===== config.mk =====
export PLATFORM = sky130hd
export DESIGN_NAME = smbr_ctrl_regs
export DESIGN_NICKNAME = d
export VERILOG_FILES = /design/src/rtl/smbr_pkg.sv /design/src/rtl/smbr_sync.sv /design/src/rtl/smbr_regfile.sv /design/src/rtl/smbr_engine.sv /design/src/rtl/smbr_ctrl_regs.sv
export SDC_FILE = /design/constraint.sdc
export NUM_CORES = 1
export LEC_CHECK = 0
export BUFFER_PORTS_ARGS = -buffer_cell sky130_fd_sc_hd__clkbuf_2
export CAP_MARGIN = 10
export CORE_ASPECT_RATIO = 0.6
export CORE_UTILIZATION = 64
export DETAILED_ROUTE_END_ITERATION = 8
export PLACE_DENSITY_LB_ADDON = 0.25
export SYNTH_ARGS = -nofsm -noshare
export SYNTH_HDL_FRONTEND = slang
export SYNTH_SLANG_ARGS = --single-unit

===== constraint.sdc =====
create_clock -name clk -period 5 [get_ports clk]
set_input_delay 0.5 -clock clk [delete_from_list [all_inputs] [get_ports clk]]
set_output_delay 0.5 -clock clk [all_outputs]
set_load 0.02 [all_outputs]

===== src/rtl/smbr_pkg.sv =====
package smbr_pkg;

  typedef enum logic [2:0] {
    PH_IDLE,
    PH_ADDR,
    PH_INDEX,
    PH_COUNT,
    PH_WDATA,
    PH_READ
  } phase_t;

  localparam int SLOT_MODE = 0;
  localparam int SLOT_OE   = 1;
  localparam int SLOT_STOP = 2;
  localparam int SLOT_ID   = 4;
  localparam int SLOT_DEV  = 5;
  localparam int SLOT_LEN  = 6;

  localparam logic [3:0] VENDOR_NIBBLE = 4'b0001;

  function automatic logic [7:0] reg_reset_val(int unsigned slot);
    case (slot)
      0:       return 8'h07;
      1:       return 8'hFF;
      5:       return 8'h83;
      6:       return 8'h07;
      default: return 8'h00;
    endcase
  endfunction

  function automatic logic [7:0] reg_write_mask(int unsigned slot);
    case (slot)
      0:             return 8'hC7;
      1, 2, 5, 6:    return 8'hFF;
      default:       return 8'h00;
    endcase
  endfunction

endpackage


===== src/rtl/smbr_sync.sv =====
module smbr_sync #(
  parameter int STAGES = 2
) (
  input  logic clk,
  input  logic rst_n,
  input  logic scl_i,
  input  logic sda_i,
  output logic scl_lvl,
  output logic sda_lvl,
  output logic scl_rise,
  output logic scl_fall,
  output logic bus_start,
  output logic bus_stop
);

  logic [STAGES:0] scl_pipe;
  logic [STAGES:0] sda_pipe;
  logic            scl_prev;
  logic            sda_prev;

  always_ff @(posedge clk or negedge rst_n) begin
    if (!rst_n) begin
      scl_pipe <= '1;
      sda_pipe <= '1;
    end else begin
      scl_pipe <= {scl_pipe[STAGES-1:0], scl_i};
      sda_pipe <= {sda_pipe[STAGES-1:0], sda_i};
    end
  end

  assign scl_lvl  = scl_pipe[STAGES-1];
  assign sda_lvl  = sda_pipe[STAGES-1];
  assign scl_prev = scl_pipe[STAGES];
  assign sda_prev = sda_pipe[STAGES];

  assign scl_rise  = scl_lvl & ~scl_prev;
  assign scl_fall  = ~scl_lvl & scl_prev;
  assign bus_start = scl_lvl & scl_prev & sda_prev & ~sda_lvl;
  assign bus_stop  = scl_lvl & scl_prev & ~sda_prev & sda_lvl;

endmodule


===== src/rtl/smbr_regfile.sv =====
module smbr_regfile
  import smbr_pkg::*;
#(
  parameter int         REG_COUNT = 8,
  parameter logic [3:0] REV_ID    = 4'h3,
  localparam int        IW        = $clog2(REG_COUNT)
) (
  input  logic                   clk,
  input  logic                   rst_n,
  input  logic                   wr_en,
  input  logic [IW-1:0]          wr_idx,
  input  logic [7:0]             wr_data,
  input  logic [IW-1:0]          rd_idx,
  output logic [7:0]             rd_data,
  output logic [REG_COUNT*8-1:0] regs_flat,
  output logic [REG_COUNT-1:0]   we_vec
);

  for (genvar g = 0; g < REG_COUNT; g++) begin : g_reg
    localparam logic [7:0] RST = reg_reset_val(g);
    localparam logic [7:0] MSK = reg_write_mask(g);
    logic [7:0] q;

    assign we_vec[g] = wr_en && (wr_idx == IW'(g));

    if (MSK == 8'h00) begin : g_fixed
      assign q = RST;
    end else begin : g_store
      always_ff @(posedge clk or negedge rst_n) begin
        if (!rst_n)         q <= RST;
        else if (we_vec[g]) q <= (q & ~MSK) | (wr_data & MSK);
      end
    end

    if (g == SLOT_ID) begin : g_ident
      assign regs_flat[g*8 +: 8] = {REV_ID, VENDOR_NIBBLE};
    end else begin : g_plain
      assign regs_flat[g*8 +: 8] = q;
    end
  end

  assign rd_data = regs_flat[rd_idx*8 +: 8];

endmodule


===== src/rtl/smbr_engine.sv =====
module smbr_engine
  import smbr_pkg::*;
#(
  parameter int         REG_COUNT = 8,
  parameter logic [7:0] WR_ADDR   = 8'hDC,
  parameter logic [7:0] RD_ADDR   = 8'hDD,
  localparam int        IW        = $clog2(REG_COUNT)
) (
  input  logic          clk,
  input  logic          rst_n,
  input  logic          scl_rise,
  input  logic          scl_fall,
  input  logic          sda_lvl,
  input  logic          bus_start,
  input  logic          bus_stop,
  input  logic [7:0]    rd_data,
  input  logic [7:0]    rd_len,
  output logic [IW-1:0] rd_idx,
  output logic [IW-1:0] wr_idx,
  output logic          wr_en,
  output logic [7:0]    wr_data,
  output logic          sda_pull
);

  phase_t        phase, next_ph;
  logic [3:0]    bitcnt;
  logic [7:0]    shreg;
  logic [7:0]    remain;
  logic [7:0]    tx_next;
  logic [IW-1:0] idx_q;
  logic          in_ack, go_on, cnt_pending;
  logic          ack_byte, store_byte;

  function automatic logic [IW-1:0] idx_step(logic [IW-1:0] i);
    return (32'(i) == REG_COUNT - 1) ? '0 : i + 1'b1;
  endfunction

  // What to do with a fully received byte
  always_comb begin
    ack_byte   = 1'b0;
    store_byte = 1'b0;
    next_ph    = PH_IDLE;
    case (phase)
      PH_ADDR: begin
        if (shreg == WR_ADDR) begin
          ack_byte = 1'b1;
          next_ph  = PH_INDEX;
        end else if (shreg == RD_ADDR) begin
          ack_byte = 1'b1;
          next_ph  = PH_READ;
        end
      end
      PH_INDEX: begin
        ack_byte = 1'b1;
        next_ph  = PH_COUNT;
      end
      PH_COUNT: begin
        ack_byte = 1'b1;
        next_ph  = PH_WDATA;
      end
      PH_WDATA: begin
        next_ph    = PH_WDATA;
        ack_byte   = (remain != 8'd0);
        store_byte = (remain != 8'd0);
      end
      default: ;
    endcase
  end

  // Next byte to shift out on a read
  always_comb begin
    if (cnt_pending)          tx_next = rd_len;
    else if (remain != 8'd0)  tx_next = rd_data;
    else                      tx_next = 8'hFF;
  end

  always_ff @(posedge clk or negedge rst_n) begin
    if (!rst_n) begin
      phase       <= PH_IDLE;
      bitcnt      <= '0;
      shreg       <= '0;
      remain      <= '0;
      idx_q       <= '0;
      in_ack      <= 1'b0;
      go_on       <= 1'b0;
      cnt_pending <= 1'b0;
      wr_en       <= 1'b0;
      wr_idx      <= '0;
      wr_data     <= '0;
      sda_pull    <= 1'b0;
    end else begin
      wr_en <= 1'b0;
      if (bus_start) begin
        phase       <= PH_ADDR;
        bitcnt      <= '0;
        in_ack      <= 1'b0;
        cnt_pending <= 1'b0;
        sda_pull    <= 1'b0;
      end else if (bus_stop) begin
        phase    <= PH_IDLE;
        bitcnt   <= '0;
        in_ack   <= 1'b0;
        sda_pull <= 1'b0;
      end else if (scl_fall && in_ack) begin
        // end of an acknowledge slot
        in_ack <= 1'b0;
        bitcnt <= '0;
        if (phase == PH_READ && go_on) begin
          shreg    <= tx_next;
          sda_pull <= ~tx_next[7];
          if (cnt_pending) begin
            cnt_pending <= 1'b0;
            remain      <= rd_len;
          end else if (remain != 8'd0) begin
            remain <= remain - 8'd1;
            idx_q  <= idx_step(idx_q);
          end
        end else begin
          sda_pull <= 1'b0;
          if (phase == PH_READ) phase <= PH_IDLE;
        end
      end else if (phase == PH_READ) begin
        if (scl_rise) begin
          if (bitcnt == 4'd8) go_on  <= ~sda_lvl;
          else                bitcnt <= bitcnt + 4'd1;
        end else if (scl_fall) begin
          if (bitcnt == 4'd8) begin
            sda_pull <= 1'b0;
            in_ack   <= 1'b1;
          end else begin
            shreg    <= {shreg[6:0], 1'b1};
            sda_pull <= ~shreg[6];
          end
        end
      end else if (phase != PH_IDLE) begin
        if (scl_rise && bitcnt != 4'd8) begin
          shreg  <= {shreg[6:0], sda_lvl};
          bitcnt <= bitcnt + 4'd1;
        end else if (scl_fall && bitcnt == 4'd8) begin
          in_ack   <= 1'b1;
          sda_pull <= ack_byte;
          phase    <= next_ph;
          if (phase == PH_ADDR && next_ph == PH_READ) cnt_pending <= 1'b1;
          if (phase == PH_INDEX) idx_q <= IW'(32'(shreg) % REG_COUNT);
          if (phase == PH_COUNT) remain <= shreg;
          if (store_byte) begin
            wr_en   <= 1'b1;
            wr_idx  <= idx_q;
            wr_data <= shreg;
            idx_q   <= idx_step(idx_q);
            remain  <= remain - 8'd1;
          end
        end
      end
    end
  end

  assign rd_idx = idx_q;

endmodule


===== src/rtl/smbr_ctrl_regs.sv =====
module smbr_ctrl_regs
  import smbr_pkg::*;
#(
  parameter int         REG_COUNT   = 8,
  parameter logic [7:0] WR_ADDR     = 8'hDC,
  parameter logic [7:0] RD_ADDR     = 8'hDD,
  parameter logic [3:0] REV_ID      = 4'h3,
  parameter int         SYNC_STAGES = 2
) (
  input  logic       clk,
  input  logic       rst_n,
  input  logic       scl_i,
  input  logic       sda_i,
  output logic       sda_pull,
  output logic [7:0] mode_cfg,
  output logic [7:0] out_en,
  output logic [7:0] stop_en,
  output logic [7:0] dev_id,
  output logic [7:0] rd_len
);

  localparam int IW = $clog2(REG_COUNT);

  logic                   scl_lvl, sda_lvl, scl_rise, scl_fall, bus_start, bus_stop;
  logic                   wr_en;
  logic [IW-1:0]          wr_idx, rd_idx;
  logic [7:0]             wr_data, rd_data;
  logic [REG_COUNT*8-1:0] regs_flat;
  logic [REG_COUNT-1:0]   we_vec;

  smbr_sync #(.STAGES(SYNC_STAGES)) u_sync (
    .clk       (clk),
    .rst_n     (rst_n),
    .scl_i     (scl_i),
    .sda_i     (sda_i),
    .scl_lvl   (scl_lvl),
    .sda_lvl   (sda_lvl),
    .scl_rise  (scl_rise),
    .scl_fall  (scl_fall),
    .bus_start (bus_start),
    .bus_stop  (bus_stop)
  );

  smbr_engine #(
    .REG_COUNT (REG_COUNT),
    .WR_ADDR   (WR_ADDR),
    .RD_ADDR   (RD_ADDR)
  ) u_engine (
    .clk       (clk),
    .rst_n     (rst_n),
    .scl_rise  (scl_rise),
    .scl_fall  (scl_fall),
    .sda_lvl   (sda_lvl),
    .bus_start (bus_start),
    .bus_stop  (bus_stop),
    .rd_data   (rd_data),
    .rd_len    (rd_len),
    .rd_idx    (rd_idx),
    .wr_idx    (wr_idx),
    .wr_en     (wr_en),
    .wr_data   (wr_data),
    .sda_pull  (sda_pull)
  );

  smbr_regfile #(
    .REG_COUNT (REG_COUNT),
    .REV_ID    (REV_ID)
  ) u_regs (
    .clk       (clk),
    .rst_n     (rst_n),
    .wr_en     (wr_en),
    .wr_idx    (wr_idx),
    .wr_data   (wr_data),
    .rd_idx    (rd_idx),
    .rd_data   (rd_data),
    .regs_flat (regs_flat),
    .we_vec    (we_vec)
  );

  assign mode_cfg = regs_flat[SLOT_MODE*8 +: 8];
  assign out_en   = regs_flat[SLOT_OE*8   +: 8];
  assign stop_en  = regs_flat[SLOT_STOP*8 +: 8];
  assign dev_id   = regs_flat[SLOT_DEV*8  +: 8];
  assign rd_len   = regs_flat[SLOT_LEN*8  +: 8];

endmodule


---- After elaboration in Yosys (flattened, before gate mapping) ----
Index checks and enable logic that the tools add are counted.
W data, S select, Z words.
storage, ports and cells
  register bits after elaboration ......... 88
  latch bits .............................. 0
  bits in writable memories ............... 0
  ROM bits ................................ 0
  output and inout port bits .............. 41
  memories ................................ 0
operators by class
  $add $sub $neg .......................... 3
  multiply operators ...................... 0
  div/mod/pow operators ................... 0
  $lt $le $gt $ge ......................... 0
  equality and inequality tests ........... 38
  shifts and indexed selects .............. 1
  muxes and demuxes ....................... 93
  bitwise logic cells ..................... 19
  reduce and logical (&&, ||, !) cells .... 39
operator list
  cell                  count
  $mux W8               20
  $mux W3               22
  $shiftx A64 B7 Y8     1
  $mux W1               41
  $mux W4               8
  $reduce_bool A3 Y1    8
  $eq A3 B3 Y1 const B  6
  $reduce_and A6 Y1     3
  $eq A8 B8 Y1 const B  2
  $reduce_and A8 Y1     2
  $ne A5 B3 Y1 const B  3
  $reduce_bool A5 Y1    3
  $ne A4 B4 Y1 const B  3
  $not A1 Y1            11
  $logic_and A1 B1 Y1   10
  $ne A5 B4 Y1 const B  2
  $reduce_and A10 Y1    1
  $eq A3 B2 Y1 const B  3
  $ne A3 B2 Y1 const B  3
  $pmux W3 S3           1
  $reduce_and A9 Y1     1
  $ne A4 B3 Y1 const B  2
  $or A6 B8 Y8          1
  $reduce_bool A4 Y1    2
  other kinds (19)      34

---- Depth between registers and ports, before layout ----
Gate-level depths: netlist (run 1).
  depth after elaboration ................. 14
  mapped depth ............................ 9
  gate-level depth less buffers ........... 7

---- Cells and area by module ----
From an unflattened synthesis (run 1), not the netlist that was laid out.
unflattened totals
  cell total of the unflattened synthesis .. 449
  area total of the unflattened synthesis .. 4898.4 um2
modules (own cells, without submodules)
  module        instances  cells an instance  area an instance (um2)  seq. area each (um2)
  smbr_engine   1          272                2641.3                  1051.0
  smbr_regfile  1          167                2067.0                  947.2
  smbr_sync     1          10                 190.2                   157.7

---- Worst setup path after synthesis (run 1) ----
No wires, ideal clock.
  kind .................................... reg-to-reg
  start point ............................. register u_engine.remain[0]
  end point ............................... register u_engine.wr_data[4]
  setup time .............................. 0.125 ns
  arrival ................................. 2.039 ns
  slack ................................... 2.836 ns
  cell stages (with the launch flop) ...... 9
  clock period less this slack ............ 2.164 ns
  cell sequence ........................... dfrtp_1 -> inv_1 -> ha_1 -> or4b_4 -> o21ai_4 -> or3_1 -> buf_6 -> buf_8 -> mux2_4
between the ends
  cells in the longest elaborated chain, start to end .. 3
RTL lines
  what                                line                text
  start: declaration                  smbr_engine.sv:28   logic [7:0] remain;
  start signal: assignment            smbr_engine.sv:113  remain <= rd_len;
  start signal: assignment            smbr_engine.sv:115  remain <= remain - 8'd1;
  start signal: assignment            smbr_engine.sv:145  if (phase == PH_COUNT) remain <= shreg;
  $reduce_bool A8 Y1                  smbr_engine.sv:64   store_byte = (remain != 8'd0);
  $mux W1                             smbr_engine.sv:43   case (phase)
  $reduce_and A8 Y1 (no source line)  --
  end signal: assignment              smbr_engine.sv:149  wr_data <= shreg;
  end: declaration                    smbr_engine.sv:21   output logic [7:0] wr_data,
No other way between the ends.
A chain may end at the register's enable or synchronous reset.

---- Worst setup path in the final report (run 1) ----
  start point ............................. register u_sync.scl_pipe[2]
  end point ............................... register u_engine.shreg[0]
between the ends
  cells in the longest elaborated chain, start to end .. 5
  elaborated cells on any way between the ends .. 20
  those cells by class .................... 4 x eq/ne; 1 x mux; 10 x bitwise; 5 x reduce/logical
RTL lines
  what                                                                      line                                               text
  start: declaration                                                        smbr_sync.sv:16                                    logic [STAGES:0] scl_pipe;
  start signal: assignment                                                  smbr_sync.sv:26                                    scl_pipe <= {scl_pipe[STAGES-1:0], scl_i};
  $and A1 B1 Y1 / $not A1 Y1 (equally long branches)                        smbr_sync.sv:38, smbr_sync.sv:39, smbr_sync.sv:36
  $and A1 B1 Y1, on equally long branches                                   smbr_sync.sv:39, smbr_sync.sv:36, smbr_sync.sv:38
  $and A1 B1 Y1 (tied with other cells)                                     smbr_sync.sv:39                                    assign bus_stop = scl_lvl & scl_prev & ~sda_prev & sda_lvl;
  $not A1 Y1 (no source line) / $reduce_bool A3 Y1 (equally long branches)  --
  $reduce_and A8 Y1 (no source line)                                        --
  end signal: assignment                                                    smbr_engine.sv:109                                 shreg <= tx_next;
  end signal: assignment                                                    smbr_engine.sv:131                                 shreg <= {shreg[6:0], 1'b1};
  end signal: assignment                                                    smbr_engine.sv:137                                 shreg <= {shreg[6:0], sda_lvl};
  end: declaration                                                          smbr_engine.sv:27                                  logic [7:0] shreg;
Parallel ways exist; a longest one is shown, timed or not.

==> report_table.html, run 1 <==
<table>
<tr><th>Metric</th><th>Value</th></tr>
<tr><th colspan="2">Synthesis</th></tr>
<tr><td>Fraction of the mapped netlist area in adder cells</td><td>1.35%</td></tr>
<tr><td>Largest area contributor in the netlist</td><td>sky130_fd_sc_hd__dfrtp_1</td></tr>
<tr><td>Sequential cell area fraction in the yosys report</td><td>46.7%</td></tr>
<tr><td>Xor/xnor cell area share of the yosys netlist</td><td>1.71%</td></tr>
<tr><td>Number of different library cells in the post-synthesis netlist</td><td>71</td></tr>
<tr><td>Combinational family with the most area after synthesis</td><td>multiplexers</td></tr>
<tr><td>Basic-gate share of the synthesized area counting and, or, nand and nor cells</td><td>14.5%</td></tr>
<tr><td>Number of synthesized flops with an enable pin</td><td>0</td></tr>
<tr><td>Average instance area after synthesis</td><td>11.1 µm²</td></tr>
<tr><td>Post-Syn Area</td><td>0.00462 mm²</td></tr>
<tr><td>Total of warnings raised by yosys</td><td>0</td></tr>
<tr><td>Synth Area in Compound Gates</td><td>15.2%</td></tr>
<tr><td>Ys async rst share</td><td>100%</td></tr>
<tr><td>Library cell with the highest instance count after synthesis</td><td>sky130_fd_sc_hd__dfrtp_1</td></tr>
<tr><td>Fraction of synthesized area in multiplexers</td><td>16.1%</td></tr>
<tr><td>Gate count after technology mapping</td><td>415</td></tr>
<tr><td>Commonest cells post-synth</td><td>sky130_fd_sc_hd__dfrtp_1, sky130_fd_sc_hd__mux2_2, sky130_fd_sc_hd__nor2_1</td></tr>
<tr><td>Most instantiated flip-flop cell in the synthesis netlist</td><td>sky130_fd_sc_hd__dfrtp_1</td></tr>
<tr><td>Top post-synthesis cells by area</td><td>sky130_fd_sc_hd__dfrtp_1, sky130_fd_sc_hd__mux2_2, sky130_fd_sc_hd__dfstp_2</td></tr>
<tr><td>Portion of synthesized cell area occupied by the leading cell type</td><td>33.6%</td></tr>
<tr><td>Synthesis-stage register bit count</td><td>85</td></tr>
<tr><th colspan="2">STA</th></tr>
<tr><td>Transition time of the tightest slew-check pin</td><td>1.11 ns</td></tr>
<tr><td>Number of slew-limit violations in the final report</td><td>0</td></tr>
<tr><td>Unrepaired setup endpoints after global routing</td><td>no</td></tr>
<tr><td>Final setup violating endpoints</td><td>0</td></tr>
<tr><td>Worst Skew</td><td>0.0100 ns</td></tr>
<tr><td>Worst rel slew slack</td><td>25.7%</td></tr>
<tr><td>Final min period</td><td>2.95 ns</td></tr>
<tr><td>Total count of hold-check failures in the final report</td><td>0</td></tr>
<tr><td>Final Cycle Share</td><td>59.0%</td></tr>
<tr><td>Max frequency</td><td>339 MHz</td></tr>
<tr><td>Aggregate negative setup slack</td><td>0 ns</td></tr>
<tr><th colspan="2">Floorplan</th></tr>
<tr><td>Total number of placement rows</td><td>23</td></tr>
<tr><td>Starting utilization of the core area</td><td>67.7%</td></tr>
<tr><td>Die Span X</td><td>112 µm</td></tr>
<tr><td>Area of the die</td><td>0.00757 mm²</td></tr>
<tr><td>Number of primary I/O pins</td><td>45</td></tr>
<tr><td>Die Height</td><td>67.8 µm</td></tr>
<tr><td>Core area</td><td>0.00682 mm²</td></tr>
<tr><th colspan="2">Route</th></tr>
<tr><td>Wire per inst</td><td>21.6 µm</td></tr>
<tr><td>TritonRoute pass-1 iters</td><td>7</td></tr>
<tr><td>Routed via count divided by cell count</td><td>6.75</td></tr>
<tr><td>DRT iter0 DRCs</td><td>392</td></tr>
<tr><td>Total Wirelength</td><td>11700 µm</td></tr>
<tr><td>DRC violation count after routing</td><td>3</td></tr>
<tr><td>Total via count in the routed design</td><td>3637</td></tr>
<tr><td>Count of nets left with antenna violations after detail routing</td><td>0</td></tr>
<tr><th colspan="2">Placement</th></tr>
<tr><td>Placer's final routability congestion estimate</td><td>1.01</td></tr>
<tr><td>Port Buffer Count</td><td>41</td></tr>
<tr><td>Number of cells after detailed placement</td><td>523</td></tr>
<tr><td>HPWL after detailed placement</td><td>8280 µm</td></tr>
<tr><th colspan="2">Setup path</th></tr>
<tr><td>Largest stage delay on the critical path</td><td>0.90 ns</td></tr>
<tr><td>RR Startpoint</td><td>u_sync.scl_pipe[2]$_DFF_PN1_</td></tr>
<tr><td>Highest fanout seen on the critical path</td><td>18</td></tr>
<tr><td>WP buf/inv</td><td>0</td></tr>
<tr><td>Cell-by-cell listing of the critical path</td><td>and3b_1 &gt; nand2_1 &gt; a221oi_2 &gt; nor4b_1 &gt; o21bai_1</td></tr>
<tr><td>Critical path data required time</td><td>5.27 ns</td></tr>
<tr><td>Nature of the critical path startpoint</td><td>flop</td></tr>
<tr><td>Kind of cell adding the most delay to the critical path</td><td>simple AND/OR/NAND/NOR gates</td></tr>
<tr><td>Crit. End Element</td><td>flop</td></tr>
<tr><td>Highest-delay cell along the critical path</td><td>sky130_fd_sc_hd__a221oi_2</td></tr>
<tr><td>Stages on worst setup path</td><td>5</td></tr>
<tr><td>Critical Setup Path Class</td><td>flop to flop</td></tr>
<tr><td>Arrival @ worst endpoint</td><td>3.22 ns</td></tr>
<tr><td>R2R setup slack</td><td>2.05 ns</td></tr>
<tr><td>Worst reg2reg endpoint</td><td>u_engine.shreg[0]$_DFFE_PN0P_</td></tr>
<tr><td>Logic depth of the worst register-to-register path</td><td>5</td></tr>
<tr><th colspan="2">GRT</th></tr>
<tr><td>Initial antenna violation count</td><td>0</td></tr>
<tr><td>Maximum number of pins on one net before global-route repair</td><td>86</td></tr>
<tr><td>Total Routing Usage GR</td><td>33.0%</td></tr>
<tr><td>Wire length of the first global-routing pass</td><td>18300 µm</td></tr>
<tr><td>Number of global-route vias before repair</td><td>3251</td></tr>
<tr><td>GRT Residual Overflow</td><td>0</td></tr>
<tr><th colspan="2">Pwr</th></tr>
<tr><td>Total leakage power</td><td>0.00231 µW</td></tr>
<tr><td>Pwr Density</td><td>309 mW/mm²</td></tr>
<tr><td>Max VDD drop</td><td>0.000372 V</td></tr>
<tr><th colspan="2">CTS</th></tr>
<tr><td>Clock root buffer master</td><td>sky130_fd_sc_hd__clkbuf_16</td></tr>
<tr><td>Clock tree from TritonCTS</td><td>built</td></tr>
<tr><td>Clock transition at path regs</td><td>0.07 ns</td></tr>
<tr><td>Count of hold buffers inserted by post-cts repair</td><td>0</td></tr>
<tr><td>Clock H-tree levels</td><td>3</td></tr>
<tr><td>Number of buffers added by the clock tree synthesis step</td><td>9</td></tr>
<tr><td>Resized cells post-CTS</td><td>0</td></tr>
<tr><td>Number of buffers inserted to repair setup after CTS</td><td>0</td></tr>
<tr><td>Sink count of the clock tree</td><td>85</td></tr>
<tr><td>Maximum buffer depth of the clock tree</td><td>2</td></tr>
<tr><td>Later-pin clock latency in the skew report</td><td>0.35 ns</td></tr>
<tr><th colspan="2">Cells and area</th></tr>
<tr><td>Final Net Count</td><td>456</td></tr>
<tr><td>Antenna diode count</td><td>0</td></tr>
<tr><td>Filler cells</td><td>487</td></tr>
<tr><td>Sequential cell area</td><td>0.00216 mm²</td></tr>
<tr><td>Cell Count, Final, Fillers Out</td><td>539</td></tr>
<tr><td>Post-layout utilization of the core</td><td>74.8%</td></tr>
<tr><td>Area of the multi-input gates</td><td>0.00227 mm²</td></tr>
<tr><td>Area overhead of the layout relative to synthesis</td><td>10.4%</td></tr>
<tr><td>Share of final-layout standard cells stronger than drive strength 1</td><td>33.8%</td></tr>
<tr><th colspan="2">Run</th></tr>
<tr><td>Max-cap viol count</td><td>0</td></tr>
<tr><th colspan="2">Worst hold path</th></tr>
<tr><td>Hold Path Class</td><td>input pin to flop</td></tr>
<tr><td>Number of cells on the worst hold path</td><td>1</td></tr>
<tr><td>End of the worst hold path</td><td>u_sync.sda_pipe[0]$_DFF_PN1_</td></tr>
<tr><td>Hold_sp</td><td>sda_i</td></tr>
<tr><th colspan="2">Run status</th></tr>
<tr><td>Outcome</td><td>finished with violations</td></tr>
<tr><td>Failing checks</td><td>design-rule violations</td></tr>
</table>
-- worst max path at each step --
stage                                 endpoint                      startpoint
2_1_floorplan  u_engine.wr_data[4]$_DFFE_PN0P_  u_engine.remain[0]$_DFFE_PN0P_
3_3_place_gp     u_engine.shreg[0]$_DFFE_PN0P_    u_sync.scl_pipe[2]$_DFF_PN1_
3_5_place_dp     u_engine.shreg[0]$_DFFE_PN0P_    u_sync.scl_pipe[2]$_DFF_PN1_
4_1_cts          u_engine.shreg[0]$_DFFE_PN0P_    u_sync.scl_pipe[2]$_DFF_PN1_
5_1_grt          u_engine.shreg[0]$_DFFE_PN0P_    u_sync.scl_pipe[2]$_DFF_PN1_
6_report         u_engine.shreg[0]$_DFFE_PN0P_    u_sync.scl_pipe[2]$_DFF_PN1_
-- final cells by class --
| cell class | count | area share (%) |
|---|---|---|
| clock buffers | 11 | 4.95 |
| clock inverters | 5 | 0.809 |
| inverters | 18 | 1.32 |
| multi-input cells | 292 | 44.4 |
| flip-flops and latches | 85 | 42.3 |
| well taps | 87 | 2.13 |
| repair buffers | 41 | 4.07 |
-- sequential cells by signal, indices dropped and copies added (netlist names) --
name                  count
u_engine.phase            3
u_engine.wr_en            1
u_sync.scl_pipe           3
u_engine.wr_data          8
u_engine.remain           8
u_engine.in_ack           1
u_regs.g.q               37
u_sync.sda_pipe           3
u_engine.bitcnt           4
u_engine.cnt_pending      1
u_engine.wr_idx           3
u_engine.go_on            1
u_engine.shreg            8
u_engine.sda_pull         1
u_engine.rd_idx           3
-- report_power, final --
part,switching [µW],total (µW),internal (µW)
clock network,283,651,368
registers,58.6,782,723
logic,84.0,141,57.3
-- through the flow --
| stage | power, µW | area (µm²) | setup WS (ns) | hold WS, ns |
|---|---|---|---|---|
| finish | 1570 | 5100 | 2.05 | 0.234 |
| detailed placement | 927 | 4810 | 2.19 | 0.348 |
| global placement | 923 | 4810 | 2.35 | 0.346 |
| global route | 1620 | 5100 | 1.84 | 0.238 |
| floorplan | 864 | 4630 | 2.84 | 0.204 |
| CTS | 1570 | 5100 | 2.13 | 0.229 |
-- cells in the final DEF (no fill, tap or decap), types with 6 or more instances in the layout --
cell	n
sky130_fd_sc_hd__xor2_1	6
sky130_fd_sc_hd__nor3_1	12
sky130_fd_sc_hd__a21oi_1	13
sky130_fd_sc_hd__dfstp_2	23
sky130_fd_sc_hd__o21ai_0	15
sky130_fd_sc_hd__o22ai_1	6
sky130_fd_sc_hd__nand2b_1	7
sky130_fd_sc_hd__mux2_2	54
sky130_fd_sc_hd__clkbuf_2	40
sky130_fd_sc_hd__inv_1	18
sky130_fd_sc_hd__nor2_1	28
sky130_fd_sc_hd__clkbuf_16	9
sky130_fd_sc_hd__nand2_1	21
sky130_fd_sc_hd__dfrtp_1	62
sky130_fd_sc_hd__nor2b_1	8
sky130_fd_sc_hd__o221ai_1	6
sky130_fd_sc_hd__a31oi_1	7
sky130_fd_sc_hd__mux2i_1	9
-- cell families (layout without fill, tap and decap cells) --
| group | Yosys count | after routing |
|---|---|---|
| AOI/OAI and AO/OA | 94 | 94 |
| xor gates and xnor gates | 9 | 9 |
| adders and majority gates | 5 | 5 |
| buffers and inverters | 40 | 75 |
| DFF | 85 | 85 |
| muxes | 66 | 66 |
| other | 1 | 3 |
| and+or+nand+nor | 115 | 115 |
-- metal layers --
layer,track usage [%],wire (µm),part of all wire [%]
met1,50.2,5480,47
met2,44.6,4650,40
met3,8.95,1360,12
met4,10.5,132,1.1
met5,4.67,41,0.35
Power figures use the tool's default switching activity.
==> run 2: changes to the inputs <==
CORE_UTILIZATION = 54   (was 64)
clock period = 2.45 ns   (was 5 ns; I/O delays follow)
==> run 2 against run 1 <==
The flow now finishes without violations. Worst setup slack got worse by 2.0 ns. Final area rose by 4.2%. Critical path type unchanged. Sequential share of layout area fell by 1.7 points. Global-route usage fell by 4.2 points. Register-to-register slack got worse by 2.0 ns. Sequential power rose by 100%. Clock skew barely moved.
==> report_table.html, run 2 (same netlist as run 1, synthesis figures left out) <==
<table>
<tr><th>Metric</th><th>Value</th></tr>
<tr><th colspan="2">Run status</th></tr>
<tr><td>Outcome</td><td>finished clean</td></tr>
<tr><th colspan="2">STA</th></tr>
<tr><td>Final setup violating endpoints</td><td>0</td></tr>
<tr><td>Final Cycle Share</td><td>97.1%</td></tr>
<tr><td>Aggregate negative setup slack</td><td>0 ns</td></tr>
<tr><td>Worst Skew</td><td>0.00968 ns</td></tr>
<tr><td>Unrepaired setup endpoints after global routing</td><td>no</td></tr>
<tr><td>Transition time of the tightest slew-check pin</td><td>0.809 ns</td></tr>
<tr><td>Post-route worst setup slack</td><td>0.0720 ns</td></tr>
<tr><td>Max frequency</td><td>421 MHz</td></tr>
<tr><td>Number of slew-limit violations in the final report</td><td>0</td></tr>
<tr><td>Final min period</td><td>2.38 ns</td></tr>
<tr><td>Total count of hold-check failures in the final report</td><td>0</td></tr>
<tr><td>Worst rel slew slack</td><td>46.1%</td></tr>
<tr><th colspan="2">GRT</th></tr>
<tr><td>Total Routing Usage GR</td><td>28.7%</td></tr>
<tr><td>Number of global-route vias before repair</td><td>3437</td></tr>
<tr><td>Maximum number of pins on one net before global-route repair</td><td>46</td></tr>
<tr><td>Wire length of the first global-routing pass</td><td>18900 µm</td></tr>
<tr><td>GRT Residual Overflow</td><td>0</td></tr>
<tr><td>Initial antenna violation count</td><td>0</td></tr>
<tr><th colspan="2">Route</th></tr>
<tr><td>Wl on met1</td><td>5500 µm</td></tr>
<tr><td>Count of nets left with antenna violations after detail routing</td><td>0</td></tr>
<tr><td>Wire per inst</td><td>20.3 µm</td></tr>
<tr><td>Length of routed met2 wiring</td><td>4890 µm</td></tr>
<tr><td>Highest signal layer in the routed design</td><td>met4</td></tr>
<tr><td>Total Wirelength</td><td>11800 µm</td></tr>
<tr><td>TritonRoute pass-1 iters</td><td>5</td></tr>
<tr><td>DRC violation count after routing</td><td>0</td></tr>
<tr><td>DRT iter0 DRCs</td><td>295</td></tr>
<tr><td>Routed length on met3</td><td>1230 µm</td></tr>
<tr><td>Total via count in the routed design</td><td>3659</td></tr>
<tr><td>Routed via count divided by cell count</td><td>6.30</td></tr>
<tr><th colspan="2">Cells and area</th></tr>
<tr><td>Final Net Count</td><td>477</td></tr>
<tr><td>Cell Count, Final, Fillers Out</td><td>581</td></tr>
<tr><td>Most common library cell in the layout ignoring fill and taps</td><td>sky130_fd_sc_hd__dfrtp_1</td></tr>
<tr><td>Max FFs per register</td><td>37</td></tr>
<tr><td>Commonest cells after routing, fill and taps aside</td><td>sky130_fd_sc_hd__dfrtp_1, sky130_fd_sc_hd__mux2_2, sky130_fd_sc_hd__clkbuf_2</td></tr>
<tr><td>Area overhead of the layout relative to synthesis</td><td>15.1%</td></tr>
<tr><td>Biggest register</td><td>u_regs.g.q</td></tr>
<tr><td>Antenna diode count</td><td>0</td></tr>
<tr><td>Share of final-layout standard cells stronger than drive strength 1</td><td>35.9%</td></tr>
<tr><th colspan="2">Floorplan</th></tr>
<tr><td>Area of the die</td><td>0.00894 mm²</td></tr>
<tr><td>Die Span X</td><td>121 µm</td></tr>
<tr><td>Number of primary I/O pins</td><td>45</td></tr>
<tr><td>Die Height</td><td>73.6 µm</td></tr>
<tr><td>Total number of placement rows</td><td>25</td></tr>
<tr><td>Starting utilization of the core area</td><td>57.2%</td></tr>
<tr><td>Core area</td><td>0.00807 mm²</td></tr>
<tr><th colspan="2">CTS</th></tr>
<tr><td>Clock H-tree levels</td><td>3</td></tr>
<tr><td>Number of buffers added by the clock tree synthesis step</td><td>9</td></tr>
<tr><td>Clock transition at path regs</td><td>0.06 ns</td></tr>
<tr><td>Number of buffers inserted to repair setup after CTS</td><td>0</td></tr>
<tr><td>Resized cells post-CTS</td><td>0</td></tr>
<tr><td>Clock tree from TritonCTS</td><td>built</td></tr>
<tr><td>Later-pin clock latency in the skew report</td><td>0.35 ns</td></tr>
<tr><td>Sink count of the clock tree</td><td>85</td></tr>
<tr><td>Clock root buffer master</td><td>sky130_fd_sc_hd__clkbuf_16</td></tr>
<tr><td>Maximum buffer depth of the clock tree</td><td>2</td></tr>
<tr><th colspan="2">Setup path</th></tr>
<tr><td>Nature of the critical path startpoint</td><td>flop</td></tr>
<tr><td>Highest fanout seen on the critical path</td><td>8</td></tr>
<tr><td>Arrival @ worst endpoint</td><td>2.60 ns</td></tr>
<tr><td>Critical Setup Path Class</td><td>flop to flop</td></tr>
<tr><td>Crit. End Element</td><td>flop</td></tr>
<tr><td>Critical path data required time</td><td>2.67 ns</td></tr>
<tr><th colspan="2">Pwr</th></tr>
<tr><td>Max VDD drop</td><td>0.000377 V</td></tr>
<tr><td>Pwr Density</td><td>609 mW/mm²</td></tr>
<tr><td>Total leakage power</td><td>0.00243 µW</td></tr>
<tr><th colspan="2">Run</th></tr>
<tr><td>Max-cap viol count</td><td>0</td></tr>
<tr><th colspan="2">Placement</th></tr>
<tr><td>Placer's final routability congestion estimate</td><td>0.922</td></tr>
<tr><td>Number of cells after detailed placement</td><td>562</td></tr>
<tr><td>Port Buffer Count</td><td>41</td></tr>
<tr><td>HPWL after detailed placement</td><td>8460 µm</td></tr>
<tr><td>Dpl ws</td><td>0.119 ns</td></tr>
<tr><th colspan="2">Worst hold path</th></tr>
<tr><td>Hold Path Class</td><td>flop to flop</td></tr>
</table>
==> run 2: cell types whose count changed in the layout (fill, tap and decap cells not counted), moves of 2 or more <==
cell / change
sky130_fd_sc_hd__buf_4: +16
sky130_fd_sc_hd__inv_6: -2
sky130_fd_sc_hd__clkbuf_8: -2
sky130_fd_sc_hd__dlygate4sd3_1: +3
sky130_fd_sc_hd__clkinv_2: +2
sky130_fd_sc_hd__buf_12: +2
==> run 2: cell type report <==
cell class	instances	area [µm²]
Clock buffer	10	229
Clock inverter	6	63.8
Fill cell	660	2750
Inverter	18	67.6
Multi-Input combinational cell	292	2270
Sequential cell	85	2160
Tap cell	108	135
Timing Repair Buffer	62	398
==> run 2: path summary, 6_finish.rpt <==
kind                       cells past startpoint  slack (ns)                            from                          endpoint
max                                            7        0.07  u_engine.remain[0]$_DFFE_PN0P_    u_engine.remain[0]$_DFFE_PN0P_
min                                            0        0.36    u_sync.scl_pipe[0]$_DFF_PN1_      u_sync.scl_pipe[1]$_DFF_PN1_
max reg2reg                                    7        0.07  u_engine.remain[0]$_DFFE_PN0P_    u_engine.remain[0]$_DFFE_PN0P_
min reg2reg                                    0        0.36    u_sync.scl_pipe[0]$_DFF_PN1_      u_sync.scl_pipe[1]$_DFF_PN1_
max in group asynchronous                      3        1.31                           rst_n  u_regs.g_reg[5].q[7]$_DFFE_PN1P_
min in group asynchronous                      2        0.45                           rst_n  u_regs.g_reg[2].q[4]$_DFFE_PN0P_
==> run 2: through the flow <==
step                      power [µW]  util, %  cell area (µm²)  hold WS [ns]
after floorplan                 1760        -             4630       -0.0506
after global placement          1890     61.9             4990         0.280
after detailed placement        1910     61.9             4990         0.289
after CTS                       3250     65.9             5320         0.356
after global routing            3360     65.9             5320         0.357
final                           3240     65.9             5320         0.355
==> run 2: where the power goes <==
part	internal [µW]	switching (µW)	leakage, µW
Clock	787	555	0.000138
Combinational	136	161	0.00120
Sequential	1480	124	0.00109
Total	2400	839	0.00243
==> run 2: what timing repair did <==
item                                   4_1_cts  5_1_grt
setup endpoints to repair                    0        2
hold buffers                                 3        0
endpoints found under the hold margin       36        0
==> run 2: routing by layer <==
metal | GRT usage [%] | up-vias
li1 | - | 1642
met1 | 42.4 | 1819
met2 | 39.4 | 181
met3 | 10.2 | 17
met4 | 7.82 | 0
met5 | 0 | -
==> run 2: critical path, cell delays in order, from the launching register on <==
cell and delay (ns):
sky130_fd_sc_hd__dfrtp_1 0.45, sky130_fd_sc_hd__inv_1 0.09, sky130_fd_sc_hd__ha_1 0.22, sky130_fd_sc_hd__or4b_4 0.54, sky130_fd_sc_hd__nor3b_1 0.23, sky130_fd_sc_hd__o32ai_1 0.15, sky130_fd_sc_hd__nand2_2 0.20, sky130_fd_sc_hd__mux2_2 0.37
